File: config.mk
export PLATFORM = sky130hd
export DESIGN_NAME = mc_step_ctrl
export DESIGN_NICKNAME = d
export VERILOG_FILES = /design/src/rtl/mc_pkg.sv /design/src/rtl/mc_idecode.sv /design/src/rtl/mc_stepfsm.sv /design/src/rtl/mc_ctlout.sv /design/src/rtl/mc_step_ctrl.sv
export SDC_FILE = /design/constraint.sdc
export NUM_CORES = 1
export LEC_CHECK = 0
export ABC_AREA = 1
export BUFFER_PORTS_ARGS = -buffer_cell sky130_fd_sc_hd__buf_2
export CORE_MARGIN = 1
export CORE_UTILIZATION = 42
export DETAILED_ROUTE_END_ITERATION = 16
export PLACE_DENSITY = 0.72
export SLEW_MARGIN = 40
export SYNTH_ARGS = -nofsm -noshare
export SYNTH_HDL_FRONTEND = slang
export SYNTH_SLANG_ARGS = --single-unit
File: constraint.sdc
create_clock -name clk -period 1.2 [get_ports clk]
set_input_delay 0.06 -clock clk [delete_from_list [all_inputs] [get_ports clk]]
set_output_delay 0.06 -clock clk [all_outputs]
set_load 0.01 [all_outputs]
File: src/rtl/mc_pkg.sv
package mc_pkg;
  localparam int OP_W  = 6;
  localparam int FN_W  = 6;
  localparam int ALU_W = 4;
  localparam int PCS_W = 2;

  typedef enum logic [2:0] {
    ST_FETCH  = 3'd0,
    ST_DECODE = 3'd1,
    ST_EXEC   = 3'd2,
    ST_MEM    = 3'd3,
    ST_LDONE  = 3'd4
  } step_e;

  typedef enum logic [2:0] {
    IC_BAD, IC_RALU, IC_IALU, IC_LOAD, IC_STORE, IC_BRANCH, IC_JUMP
  } iclass_e;

  localparam logic [ALU_W-1:0] ALU_ADD = 4'b0000;
  localparam logic [ALU_W-1:0] ALU_SUB = 4'b0010;
  localparam logic [ALU_W-1:0] ALU_AND = 4'b0100;
  localparam logic [ALU_W-1:0] ALU_OR  = 4'b0101;
  localparam logic [ALU_W-1:0] ALU_XOR = 4'b0110;
  localparam logic [ALU_W-1:0] ALU_SLT = 4'b1010;

  localparam logic [PCS_W-1:0] PC_SEQ = 2'b00;
  localparam logic [PCS_W-1:0] PC_JMP = 2'b01;
  localparam logic [PCS_W-1:0] PC_BR  = 2'b10;

  localparam logic [OP_W-1:0] OPC_REG  = 6'h00;
  localparam logic [OP_W-1:0] OPC_JMP  = 6'h02;
  localparam logic [OP_W-1:0] OPC_BEQ  = 6'h04;
  localparam logic [OP_W-1:0] OPC_BNE  = 6'h05;
  localparam logic [OP_W-1:0] OPC_ADDI = 6'h08;
  localparam logic [OP_W-1:0] OPC_SLTI = 6'h0a;
  localparam logic [OP_W-1:0] OPC_ANDI = 6'h0c;
  localparam logic [OP_W-1:0] OPC_ORI  = 6'h0d;
  localparam logic [OP_W-1:0] OPC_XORI = 6'h0e;
  localparam logic [OP_W-1:0] OPC_LDW  = 6'h23;
  localparam logic [OP_W-1:0] OPC_STW  = 6'h2b;

  localparam logic [FN_W-1:0] FN_ADD = 6'h20;
  localparam logic [FN_W-1:0] FN_SUB = 6'h22;
  localparam logic [FN_W-1:0] FN_AND = 6'h24;
  localparam logic [FN_W-1:0] FN_OR  = 6'h25;
  localparam logic [FN_W-1:0] FN_XOR = 6'h26;
  localparam logic [FN_W-1:0] FN_SLT = 6'h2a;

  typedef struct packed {
    iclass_e          cls;
    logic             use_rd;
    logic             sext;
    logic             b_imm;
    logic             br_ne;
    logic [ALU_W-1:0] alu;
  } idec_t;
endpackage

File: src/rtl/mc_idecode.sv
module mc_idecode
  import mc_pkg::*;
(
  input  logic [OP_W-1:0] op,
  input  logic [FN_W-1:0] fn,
  output idec_t           dec
);
  always_comb begin
    dec        = '0;
    dec.cls    = IC_BAD;
    dec.alu    = ALU_ADD;
    case (op)
      OPC_REG: begin
        dec.cls    = IC_RALU;
        dec.use_rd = 1'b1;
        case (fn)
          FN_ADD:  dec.alu = ALU_ADD;
          FN_SUB:  dec.alu = ALU_SUB;
          FN_AND:  dec.alu = ALU_AND;
          FN_OR:   dec.alu = ALU_OR;
          FN_XOR:  dec.alu = ALU_XOR;
          FN_SLT:  dec.alu = ALU_SLT;
          default: begin
            dec.cls    = IC_BAD;
            dec.use_rd = 1'b0;
          end
        endcase
      end
      OPC_ADDI: begin dec.cls = IC_IALU; dec.sext = 1'b1; dec.b_imm = 1'b1; dec.alu = ALU_ADD; end
      OPC_SLTI: begin dec.cls = IC_IALU; dec.sext = 1'b1; dec.b_imm = 1'b1; dec.alu = ALU_SLT; end
      OPC_ANDI: begin dec.cls = IC_IALU; dec.b_imm = 1'b1; dec.alu = ALU_AND; end
      OPC_ORI:  begin dec.cls = IC_IALU; dec.b_imm = 1'b1; dec.alu = ALU_OR;  end
      OPC_XORI: begin dec.cls = IC_IALU; dec.b_imm = 1'b1; dec.alu = ALU_XOR; end
      OPC_LDW:  begin dec.cls = IC_LOAD;  dec.sext = 1'b1; dec.b_imm = 1'b1; dec.alu = ALU_ADD; end
      OPC_STW:  begin dec.cls = IC_STORE; dec.sext = 1'b1; dec.b_imm = 1'b1; dec.alu = ALU_ADD; end
      OPC_BEQ:  begin dec.cls = IC_BRANCH; dec.sext = 1'b1; dec.alu = ALU_SUB; end
      OPC_BNE:  begin dec.cls = IC_BRANCH; dec.sext = 1'b1; dec.alu = ALU_SUB; dec.br_ne = 1'b1; end
      OPC_JMP:  dec.cls = IC_JUMP;
      default:  dec.cls = IC_BAD;
    endcase
  end
endmodule

File: src/rtl/mc_stepfsm.sv
module mc_stepfsm
  import mc_pkg::*;
#(
  parameter int CNT_W = 3
) (
  input  logic    clk,
  input  logic    rst,
  input  iclass_e cls,
  output step_e   state
);
  step_e nxt;

  always_comb begin
    nxt = ST_FETCH;
    case (state)
      ST_FETCH:  nxt = ST_DECODE;
      ST_DECODE: nxt = (cls == IC_JUMP || cls == IC_BAD) ? ST_FETCH : ST_EXEC;
      ST_EXEC:   nxt = (cls == IC_BRANCH) ? ST_FETCH : ST_MEM;
      ST_MEM:    nxt = (cls == IC_LOAD) ? ST_LDONE : ST_FETCH;
      ST_LDONE:  nxt = ST_FETCH;
      default:   nxt = ST_FETCH;
    endcase
  end

  always_ff @(posedge clk) begin
    if (rst) state <= ST_FETCH;
    else     state <= nxt;
  end

  // Checker: cycles spent since the last fetch step
  logic [CNT_W-1:0] since_fetch;
  always_ff @(posedge clk) begin
    if (rst || nxt == ST_FETCH) since_fetch <= '0;
    else                        since_fetch <= since_fetch + 1'b1;
  end

  // no instruction lasts more than five cycles
  a_r10_step_bound: assert property (@(posedge clk) disable iff (rst)
    since_fetch <= 3'd4);
  // the load completion step only follows the memory step
  a_r7_ldone_after_mem: assert property (@(posedge clk) disable iff (rst)
    state == ST_LDONE |-> $past(state) == ST_MEM);
  // fetch is always followed by decode
  a_r1_fetch_to_decode: assert property (@(posedge clk) disable iff (rst)
    state == ST_FETCH |=> state == ST_DECODE);
endmodule

File: src/rtl/mc_ctlout.sv
module mc_ctlout
  import mc_pkg::*;
(
  input  logic             clk,
  input  logic             rst,
  input  step_e            state,
  input  idec_t            dec,
  input  logic             alu_zero,
  output logic             ir_load,
  output logic             pc_write,
  output logic [PCS_W-1:0] pc_src,
  output logic             reg_write,
  output logic             reg_dst,
  output logic             wb_src,
  output logic             mem_read,
  output logic             mem_write,
  output logic             alu_b_imm,
  output logic             ext_sign,
  output logic [ALU_W-1:0] alu_op,
  output logic             retire
);
  logic taken;
  assign taken = dec.br_ne ? !alu_zero : alu_zero;

  always_comb begin
    ir_load   = 1'b0;
    pc_write  = 1'b0;
    pc_src    = PC_SEQ;
    reg_write = 1'b0;
    wb_src    = 1'b0;
    mem_read  = 1'b0;
    mem_write = 1'b0;
    alu_b_imm = 1'b0;
    alu_op    = '0;
    retire    = 1'b0;
    reg_dst   = dec.use_rd;
    ext_sign  = dec.sext;
    case (state)
      ST_FETCH: begin
        ir_load  = 1'b1;
        pc_write = 1'b1;
      end
      ST_DECODE: begin
        if (dec.cls == IC_JUMP) begin
          pc_write = 1'b1;
          pc_src   = PC_JMP;
          retire   = 1'b1;
        end
      end
      ST_EXEC: begin
        alu_op    = dec.alu;
        alu_b_imm = dec.b_imm;
        if (dec.cls == IC_BRANCH) begin
          retire = 1'b1;
          if (taken) begin
            pc_write = 1'b1;
            pc_src   = PC_BR;
          end
        end
      end
      ST_MEM: begin
        case (dec.cls)
          IC_RALU, IC_IALU: begin reg_write = 1'b1; retire = 1'b1; end
          IC_STORE:         begin mem_write = 1'b1; retire = 1'b1; end
          IC_LOAD:          mem_read = 1'b1;
          default:          ;
        endcase
      end
      ST_LDONE: begin
        reg_write = 1'b1;
        wb_src    = 1'b1;
        retire    = 1'b1;
      end
      default: ;
    endcase
    if (rst) begin
      ir_load = 1'b0; pc_write = 1'b0; pc_src = PC_SEQ; reg_write = 1'b0;
      reg_dst = 1'b0; wb_src = 1'b0; mem_read = 1'b0; mem_write = 1'b0;
      alu_b_imm = 1'b0; ext_sign = 1'b0; alu_op = '0; retire = 1'b0;
    end
  end

  // register and memory writes are exclusive
  a_r12_no_dual_write: assert property (@(posedge clk) disable iff (rst)
    !(reg_write && mem_write));
  // an instruction load always comes with the sequential PC update
  a_r2_irload_seq: assert property (@(posedge clk) disable iff (rst)
    ir_load |-> (pc_write && pc_src == PC_SEQ && !retire));
  // a retire is followed by a fetch
  a_r10_retire_to_fetch: assert property (@(posedge clk) disable iff (rst)
    retire |=> ir_load);
  // the load write-back comes the cycle after the memory read
  a_r7_read_then_wb: assert property (@(posedge clk) disable iff (rst)
    mem_read |=> (reg_write && wb_src));
endmodule

File: src/rtl/mc_step_ctrl.sv
module mc_step_ctrl
  import mc_pkg::*;
(
  input  logic             clk,
  input  logic             rst,
  input  logic [OP_W-1:0]  opcode,
  input  logic [FN_W-1:0]  funct,
  input  logic             alu_zero,
  output logic             ir_load,
  output logic             pc_write,
  output logic [PCS_W-1:0] pc_src,
  output logic             reg_write,
  output logic             reg_dst,
  output logic             wb_src,
  output logic             mem_read,
  output logic             mem_write,
  output logic             alu_b_imm,
  output logic             ext_sign,
  output logic [ALU_W-1:0] alu_op,
  output logic             retire
);
  idec_t dec;
  step_e state;

  mc_idecode u_dec (.op(opcode), .fn(funct), .dec(dec));

  mc_stepfsm #(.CNT_W(3)) u_fsm (
    .clk(clk), .rst(rst), .cls(dec.cls), .state(state)
  );

  mc_ctlout u_out (
    .clk(clk), .rst(rst), .state(state), .dec(dec), .alu_zero(alu_zero),
    .ir_load(ir_load), .pc_write(pc_write), .pc_src(pc_src),
    .reg_write(reg_write), .reg_dst(reg_dst), .wb_src(wb_src),
    .mem_read(mem_read), .mem_write(mem_write), .alu_b_imm(alu_b_imm),
    .ext_sign(ext_sign), .alu_op(alu_op), .retire(retire)
  );

  // everything is quiet during reset
  a_r1_reset_quiet: assert property (@(posedge clk)
    rst |-> !(pc_write || reg_write || mem_write || ir_load || retire));
endmodule

# Word level (Yosys, flattened, before mapping)

Cells that the tools add are included.

Word-level logic and storage cells: 85
Input bits: 15
Flip-flop bits (word level): 3

Eq/ne operators: 26
Muxes and demuxes: 46
Reduce and logical (&&, ||, !) cells: 12

Operators with widths:

| operator                                             | count |
|---|---|
| equality test 6 bit (second input constant)          | 8 |
| equality test 6 x 4 -> 1 bit (second input constant) | 5 |
| two-way mux 1 bit                                    | 29 |
| case mux 4 bit (6 select lines)                      | 1 |
| case mux 4 bit (5 select lines)                      | 1 |
| case mux 3 bit (6 select lines)                      | 1 |
| equality test 3 x 2 -> 1 bit (second input constant) | 4 |
| equality test 3 bit (second input constant)          | 4 |
| equality test 6 x 3 -> 1 bit (second input constant) | 2 |
| two-way mux 2 bit                                    | 6 |
| case mux 3 bit (4 select lines)                      | 1 |
| OR reduction 6 bit                                   | 2 |
| two-way mux 4 bit                                    | 2 |
| OR reduction 7 bit                                   | 1 |
| equality test 3 x 1 -> 1 bit (second input constant) | 2 |
| equality test 6 x 2 -> 1 bit (second input constant) | 1 |
| zero test 3 bit                                      | 2 |
| zero test 6 bit                                      | 1 |
| OR reduction 5 bit                                   | 1 |
| case mux 1 bit (4 select lines)                      | 1 |
| case mux 2 bit (2 select lines)                      | 1 |
| OR reduction 2 bit                                   | 2 |
| two-way mux 3 bit                                    | 1 |
| case mux 1 bit (3 select lines)                      | 1 |
| other kinds (4)                                      | 4 |

# Longest topological paths before layout

Gate-level depths: netlist of run 1.

Word-level depth: 9
Gate-level depth with buffers: 11
Gate-level depth less buffers: 11

# Hierarchy

Synthesis of run 1 repeated with hierarchy kept, for this count alone.

Cells, all modules: 144
Area, all modules: 734.5 um2

By module, submodules not included:

| module     | area an instance (um2) | times used | cells each |
|---|---|---|---|
| mc_idecode | 315.3                  | 1          | 64 |
| mc_ctlout  | 269.0                  | 1          | 58 |
| mc_stepfsm | 150.1                  | 1          | 22 |

# Least setup slack after synthesis of run 1

Ideal clock, no wire load.

Path kind: reg2out
Start point: register u_fsm.state[0]
End point: output port mem_read
Stages on the path, launching flop included: 5
Path buffers: 0
Setup slack: -0.002 ns
Arrival time: 1.142 ns
Required time: 1.140 ns
Path through: dfxtp_1 inv_1 nor3_1 inv_1 nor4_1

Cells in the longest elaborated chain, start to end: 3

Ends and longest elaborated chain:

| what                         | line               | RTL |
|---|---|---|
| from (decl)                  | mc_stepfsm.sv:9    | `output step_e state` |
| from (signal assigned)       | mc_stepfsm.sv:27   | `else state <= nxt;` |
| equality test 3 x 2 -> 1 bit | mc_ctlout.sv:38    | `case (state)` |
| two-way mux 1 bit            | mc_ctlout.sv:38    |  |
| two-way mux 1 bit            | mc_ctlout.sv:76    | `if (rst) begin` |
| to (decl)                    | mc_step_ctrl.sv:15 | `output logic mem_read,` |

Every way passes these cells.

# Worst setup path in the final report of run 1

Start point: register u_fsm.state[0]
End point: output port retire

Cells in the longest elaborated chain, start to end: 3
Elaborated cells between the ends (all ways): 6

Ends and longest elaborated chain:

| what                                              | line               | RTL |
|---|---|---|
| equality test 3 bit, or another cell as far along | mc_ctlout.sv:38    |  |
| case mux 1 bit (4 select lines) (*)               | mc_ctlout.sv:38    |  |
| two-way mux 1 bit (*)                             | mc_ctlout.sv:76    |  |
| to (decl)                                         | mc_step_ctrl.sv:20 | `output logic retire` |

Mark *: on every way between the ends. The rest lies on a longest branch, timed or not.

==> results.sh, run 1 <==
export IMPL_area_sequential_sq_um=66.31
export IMPL_grt_max_degree=15
export IMPL_top_level_ports=31
export IMPL_drive_gt1_share_pct=52.97
export IMPL_critPathArrivalTime_ns=1.34
export IMPL_root_buffer="clkbuf_4"
export IMPL_layout_common_cells="nand2_1, buf_2, buf_4"
export IMPL_top_register="u_fsm.state"
export IMPL_final_nets=201
export IMPL_met1Wirelength_um=914
export IMPL_hold_violations=0
export IMPL_clock_sinks=3
export IMPL_rows=14
export IMPL_critPathSlowestCell="dfxtp_2"
export IMPL_fmax_mhz=715.0
export IMPL_portBuffers=30
export IMPL_setup_ws_ns=-0.1985
export IMPL_vias=1013
export IMPL_ys_warn_count=0
export IMPL_avgRoutedWirePerCell_um=10.62
export IMPL_end_kind="primary output"
export IMPL_netlist_area_sq_um=666.9
export IMPL_holdCritStartpoint="rst"
export IMPL_first_pass_iters=4
export IMPL_start_util_pct=44.79
export IMPL_power_density_nw_per_um2=457.7
export IMPL_cp_startpoint="u_fsm.state[0]"
export IMPL_cts_buffers=3
export IMPL_insertedDiodeCount=0
export IMPL_ys_seq_elements=3
export IMPL_finalMaxSlewViolations=0
export IMPL_postCtsHoldBufs=0
export IMPL_wl_met2_um=1155
export IMPL_largest_reg_flops=3
export IMPL_top_layer="met3"
export IMPL_path_max_fanout=3
export IMPL_dp_hpwl_um=1669
export IMPL_rr_startpoint="u_fsm.state[2]"
export IMPL_cap_violations=0
export IMPL_num_fill_cells=130
export IMPL_antenna_found_initial=0
export IMPL_syn_to_final_growth_pct=65.29
export IMPL_ys_seq_area_share_pct=9.006
export IMPL_relSlewSlack_pct=78.55
export IMPL_core_sq_um=1489
export IMPL_min_path_type="input port to flop"
export IMPL_worst_setup_path_type="flop to primary output"
export IMPL_cts_tree="yes"
export IMPL_clk_pin_slew_worst_paths_ns=0.04
export IMPL_gp_congestion=0.8566
export IMPL_ir_worst_vdd_uv=264.6
export IMPL_largest_registers="u_fsm.state: 3 flops"
export IMPL_finalCritPeriodShare_pct=116.5
export IMPL_die_x_um=41.85
export IMPL_clock_path_buffers=2
export IMPL_drt_iter0_markers=16
export IMPL_cpPeakStageDelay_ns=0.33
export IMPL_htreeDepth=1
export IMPL_routed_wirelength_um=2134
export IMPL_stdcell_area_sq_um=1102
export IMPL_route_detailed_drc=0
export IMPL_p_leak_nw=0.5992
export IMPL_dieHeight_um=41.85
export IMPL_synth_cells=132
export IMPL_viasPerCell=5.040
export IMPL_finalSetupViolations=12
export IMPL_overflow=0
export IMPL_worstPathRequired_ns=1.14
export IMPL_met3_length_um=64
export IMPL_dieArea_sq_um=1751
export IMPL_postPlaceCellArea_sq_um=967.2
export IMPL_grt_pass1_wl_um=3622
export IMPL_tightest_slew_ns=0.3218
export IMPL_grt_use_total_pct=25.27
export IMPL_rsz0062_at_grt="yes"
export IMPL_syn_area_per_cell_sq_um=5.052
export IMPL_startpoint_type="flop"
export IMPL_syn_nets=147
export IMPL_cp_cell_sequence="nor3_4 -> inv_2 -> nor2_2 -> a21oi_1 -> nand3_1 -> nand2_1 -> inv_1 -> buf_2"
export IMPL_synth_cell_types=22
export IMPL_skew_ns=0.004624
export IMPL_final_common_cell="nand2_1"
export IMPL_grt_pass1_vias=945
export IMPL_multi_input_area_sq_um=578.1
export IMPL_status="finished, violations left"
export IMPL_post_place_ws_ns=-0.05358
export IMPL_clk_insertion_delay_late_ns=0.23
export IMPL_postRouteAntennaNets=0
export IMPL_fin_crit_ns=1.399
export IMPL_violations="negative setup slack"
area by class of cell:
cell class                 count  share of cell area, %
sequential                     3                  6.016
tap                           16                  1.816
clock buffer                   4                  2.384
timing repair buffer          50                  27.81
inverter                      28                  9.535
multi-input combinational    100                  52.44
cell usage after synthesis:
library cell	instances	area share, %
nor3_2	1	1.5
nor2_2	6	5.6
nand3_1	11	8.3
a31oi_1	2	1.9
a21oi_2	1	1.3
inv_1	18	10
nor4_1	2	1.9
inv_2	10	5.6
xnor2_1	1	1.3
a21oi_1	8	6.0
o31ai_1	1	1.1
dfxtp_1	3	9.0
nor2_1	16	9.0
nand3_2	2	3.0
nand2_2	3	2.8
nor4_2	1	1.9
o21ai_0	1	0.75
nand4_1	4	3.8
nand2_1	34	19
nor3_1	5	3.8
clkbuf_1	1	0.56
nor2_4	1	1.7
repair_timing:
action	CTS	global route
resized for setup	19	8
pin swaps	5	4
buffers inserted	2	2
setup endpoints to repair	13	17
final timing paths:
kind               endpoint  slack, ns  cells after the start
max                  retire      -0.20                      8
min          u_fsm.state[1]       0.20                      2
max reg2reg  u_fsm.state[2]       0.02                      4
min reg2reg  u_fsm.state[0]       0.66                      3
metrics by stage:
step | util, % | TNS (ns) | hold WS [ns] | power [mW] | std cells
2_1_floorplan | - | 0 | 0.1364 | 0.2152 | 132
3_3_place_gp | 64.96 | -0.08559 | 0.4057 | 0.3001 | 194
3_5_place_dp | 64.96 | -0.2444 | 0.4129 | 0.3057 | 194
4_1_cts | 71.43 | -1.597 | 0.1920 | 0.4969 | 199
5_1_grt | 74.03 | -3.103 | 0.2209 | 0.5385 | 201
6_report | 74.03 | -1.597 | 0.2046 | 0.5046 | 201
cells by family (layout without fill, tap and decap cells):
kind of cell	after synthesis	after routing	synth area share, %
buffers and inverters	29	82	16.32
AO/OA/AOI/OAI	13	13	11.07
flip-flops	3	3	9.006
AND/OR/NAND/NOR	86	86	62.29
XOR/XNOR	1	1	1.314
layer usage:
layer / GRT usage [%] / up-vias
li1: - / 525
met1: 29.97 / 465
met2: 48.75 / 23
met3: 1.304 / 0
met4: 5.806 / 0
met5: 0 / -
report_power, final:
part	switching (mW)	internal, mW	leakage, nW
Combinational	0.130	0.0900	0.558
Sequential	0.00554	0.104	0.0260
Clock	0.0500	0.124	0.0150
worst max-delay path: cells and delay by family (launching register included):
family	cells	cell delay [ns]
buffers and inverters	3	0.26
and+or+nand+nor	4	0.47
DFF	1	0.33
AOI/OAI and AO/OA	1	0.05
Power figures use the tool's default switching activity.
==> run 2: changes to the inputs <==
- clock period: 1.2 -> 1.3 ns (I/O delays scaled with it)
==> results.sh, run 2 (synthesis gave the netlist of run 1 again) <==
export IMPL_rows=14
export IMPL_finalMaxSlewViolations=0
export IMPL_core_sq_um=1489
export IMPL_htreeDepth=1
export IMPL_postCtsHoldBufs=0
export IMPL_power_density_nw_per_um2=451.7
export IMPL_viasPerCell=5.074
export IMPL_worstPathRequired_ns=1.24
export IMPL_first_pass_iters=4
export IMPL_top_register="u_fsm.state"
export IMPL_antenna_found_initial=0
export IMPL_postRouteAntennaNets=0
export IMPL_violations="negative setup slack"
export IMPL_clock_path_buffers=2
export IMPL_grt_max_degree=15
export IMPL_final_common_cell="nand2_1"
export IMPL_clock_sinks=3
export IMPL_comb_power_share_pct=41.5
export IMPL_dieArea_sq_um=1751
export IMPL_largest_reg_flops=3
export IMPL_p_total_mw=0.4504
export IMPL_cpPeakStageDelay_ns=0.36
export IMPL_area_sequential_sq_um=71.32
export IMPL_relSlewSlack_pct=80.42
export IMPL_skew_ns=0.003460
export IMPL_root_buffer="clkbuf_4"
export IMPL_reg2reg_depth=5
export IMPL_hold_violations=0
export IMPL_avgRoutedWirePerCell_um=9.721
export IMPL_end_kind="primary output"
export IMPL_dp_cells=184
export IMPL_power_frac_clock_pct=35.7
export IMPL_p_int_mw=0.2834
export IMPL_tightest_slew_ns=0.2937
export IMPL_cts_buffers=3
export IMPL_fmax_mhz=714.4
export IMPL_timing_critical_path_buf_inv=3
export IMPL_final_cells=190
export IMPL_dp_hpwl_um=1572
export IMPL_cp_top_family="flip-flops"
export IMPL_setup_ws_ns=-0.09979
export IMPL_drt_iter0_markers=27
export IMPL_clk_insertion_delay_late_ns=0.23
export IMPL_cap_violations=0
export IMPL_worst_setup_path_type="flop to primary output"
export IMPL_syn_to_final_growth_pct=49.53
export IMPL_swShare_pct=37.08
export IMPL_num_fill_cells=153
export IMPL_gp_congestion=0.7909
export IMPL_drive_gt1_share_pct=47.13
export IMPL_fin_util_pct=66.97
export IMPL_startpoint_type="flop"
export IMPL_status="finished, violations left"
export IMPL_hold_depth=2
export IMPL_dieHeight_um=41.85
export IMPL_cp_cell_sequence="nor3_4 -> inv_2 -> nor2_4 -> inv_1 -> a31oi_1 -> buf_2"
export IMPL_grt_pass1_vias=820
export IMPL_largest_registers="u_fsm.state: 3 flops"
export IMPL_insertedDiodeCount=0
export IMPL_finalSetupViolations=9
export IMPL_critPathSlowestCell="dfxtp_4"
export IMPL_finalCritPeriodShare_pct=107.7
export IMPL_min_path_type="input port to flop"
export IMPL_final_nets=190
export IMPL_grt_pass1_wl_um=3139
export IMPL_p_leak_nw=0.5479
export IMPL_portBuffers=30
export IMPL_route_detailed_drc=0
export IMPL_clk_pin_slew_worst_paths_ns=0.03
export IMPL_path_max_fanout=3
export IMPL_layout_common_cells="nand2_1, buf_2, nor2_1, inv_1, inv_2"
export IMPL_die_x_um=41.85
export IMPL_top_level_ports=31
export IMPL_rsz0062_at_grt="yes"
export IMPL_vias=964
export IMPL_critPathArrivalTime_ns=1.33
export IMPL_ir_worst_vdd_uv=223.7
export IMPL_critical_path_depth=6
export IMPL_fin_crit_ns=1.400
export IMPL_overflow=0
export IMPL_seqPwrFrac_pct=22.8
export IMPL_start_util_pct=44.79
export IMPL_p_switching_mw=0.1670
export IMPL_routed_wirelength_um=1847
export IMPL_multi_input_area_sq_um=551.8
export IMPL_grt_use_total_pct=22.34
export IMPL_cts_tree="yes"
## run 2: stage by stage
stage	TNS (ns)	cell area, sq um	hold WS, ns	setup WS (ns)
after floorplan	0	666.9	0.1408	0.09322
after global routing	-1.517	997.2	0.2038	-0.1793
final	-0.4711	997.2	0.1853	-0.09979
after global placement	0	885.9	0.3971	0.04011
after detailed placement	0	885.9	0.4106	0.02591
after CTS	-0.5684	979.7	0.1899	-0.09720
## run 2: final cells by class
class                      count  area share [%]
timing repair buffer          39           21.83
inverter                      28           11.04
tap                           16           2.008
multi-input combinational    100           55.33
sequential                     3           7.152
clock buffer                   4           2.635
## run 2: layer usage
layer / global-route usage (%) / wire length [um]
met1: 28.80 / 835
met4: 3.871 / 0
met3: 2.609 / 73
met2: 40.00 / 938
met5: 0 / 0
## run 2: worst reg2reg max path, cell delays in order, from the launching register on
cell and delay, ns:
dfxtp_4 0.35, buf_4 0.13, nor2_1 0.12, nand2_1 0.11, buf_4 0.14, a21oi_1 0.12
## run 2: path summary, 6_finish.rpt
kind / startpoint / end / slack [ns]
max reg2reg: u_fsm.state[1] / u_fsm.state[0] / 0.26
min: rst / u_fsm.state[1] / 0.19
min reg2reg: u_fsm.state[2] / u_fsm.state[2] / 0.60
max: u_fsm.state[0] / alu_b_imm / -0.1
## run 2: power by group through the flow
stage | Clock [mW] | Combinational (mW) | Sequential, mW
floorplan | 0 | 0.0970 | 0.101
global placement | 0 | 0.163 | 0.102
detailed placement | 0 | 0.167 | 0.102
CTS | 0.166 | 0.179 | 0.103
global route | 0.174 | 0.211 | 0.103
finish | 0.161 | 0.187 | 0.103
## run 2: timing repair
| item | CTS | global route |
|---|---|---|
| setup endpoints to repair | 11 | 13 |
| pin swaps | 4 | 2 |
| cloned | 0 | 0 |
| endpoints found under the hold margin | 0 | 0 |
| resized for setup | 20 | 3 |
| buffers inserted | 1 | 1 |
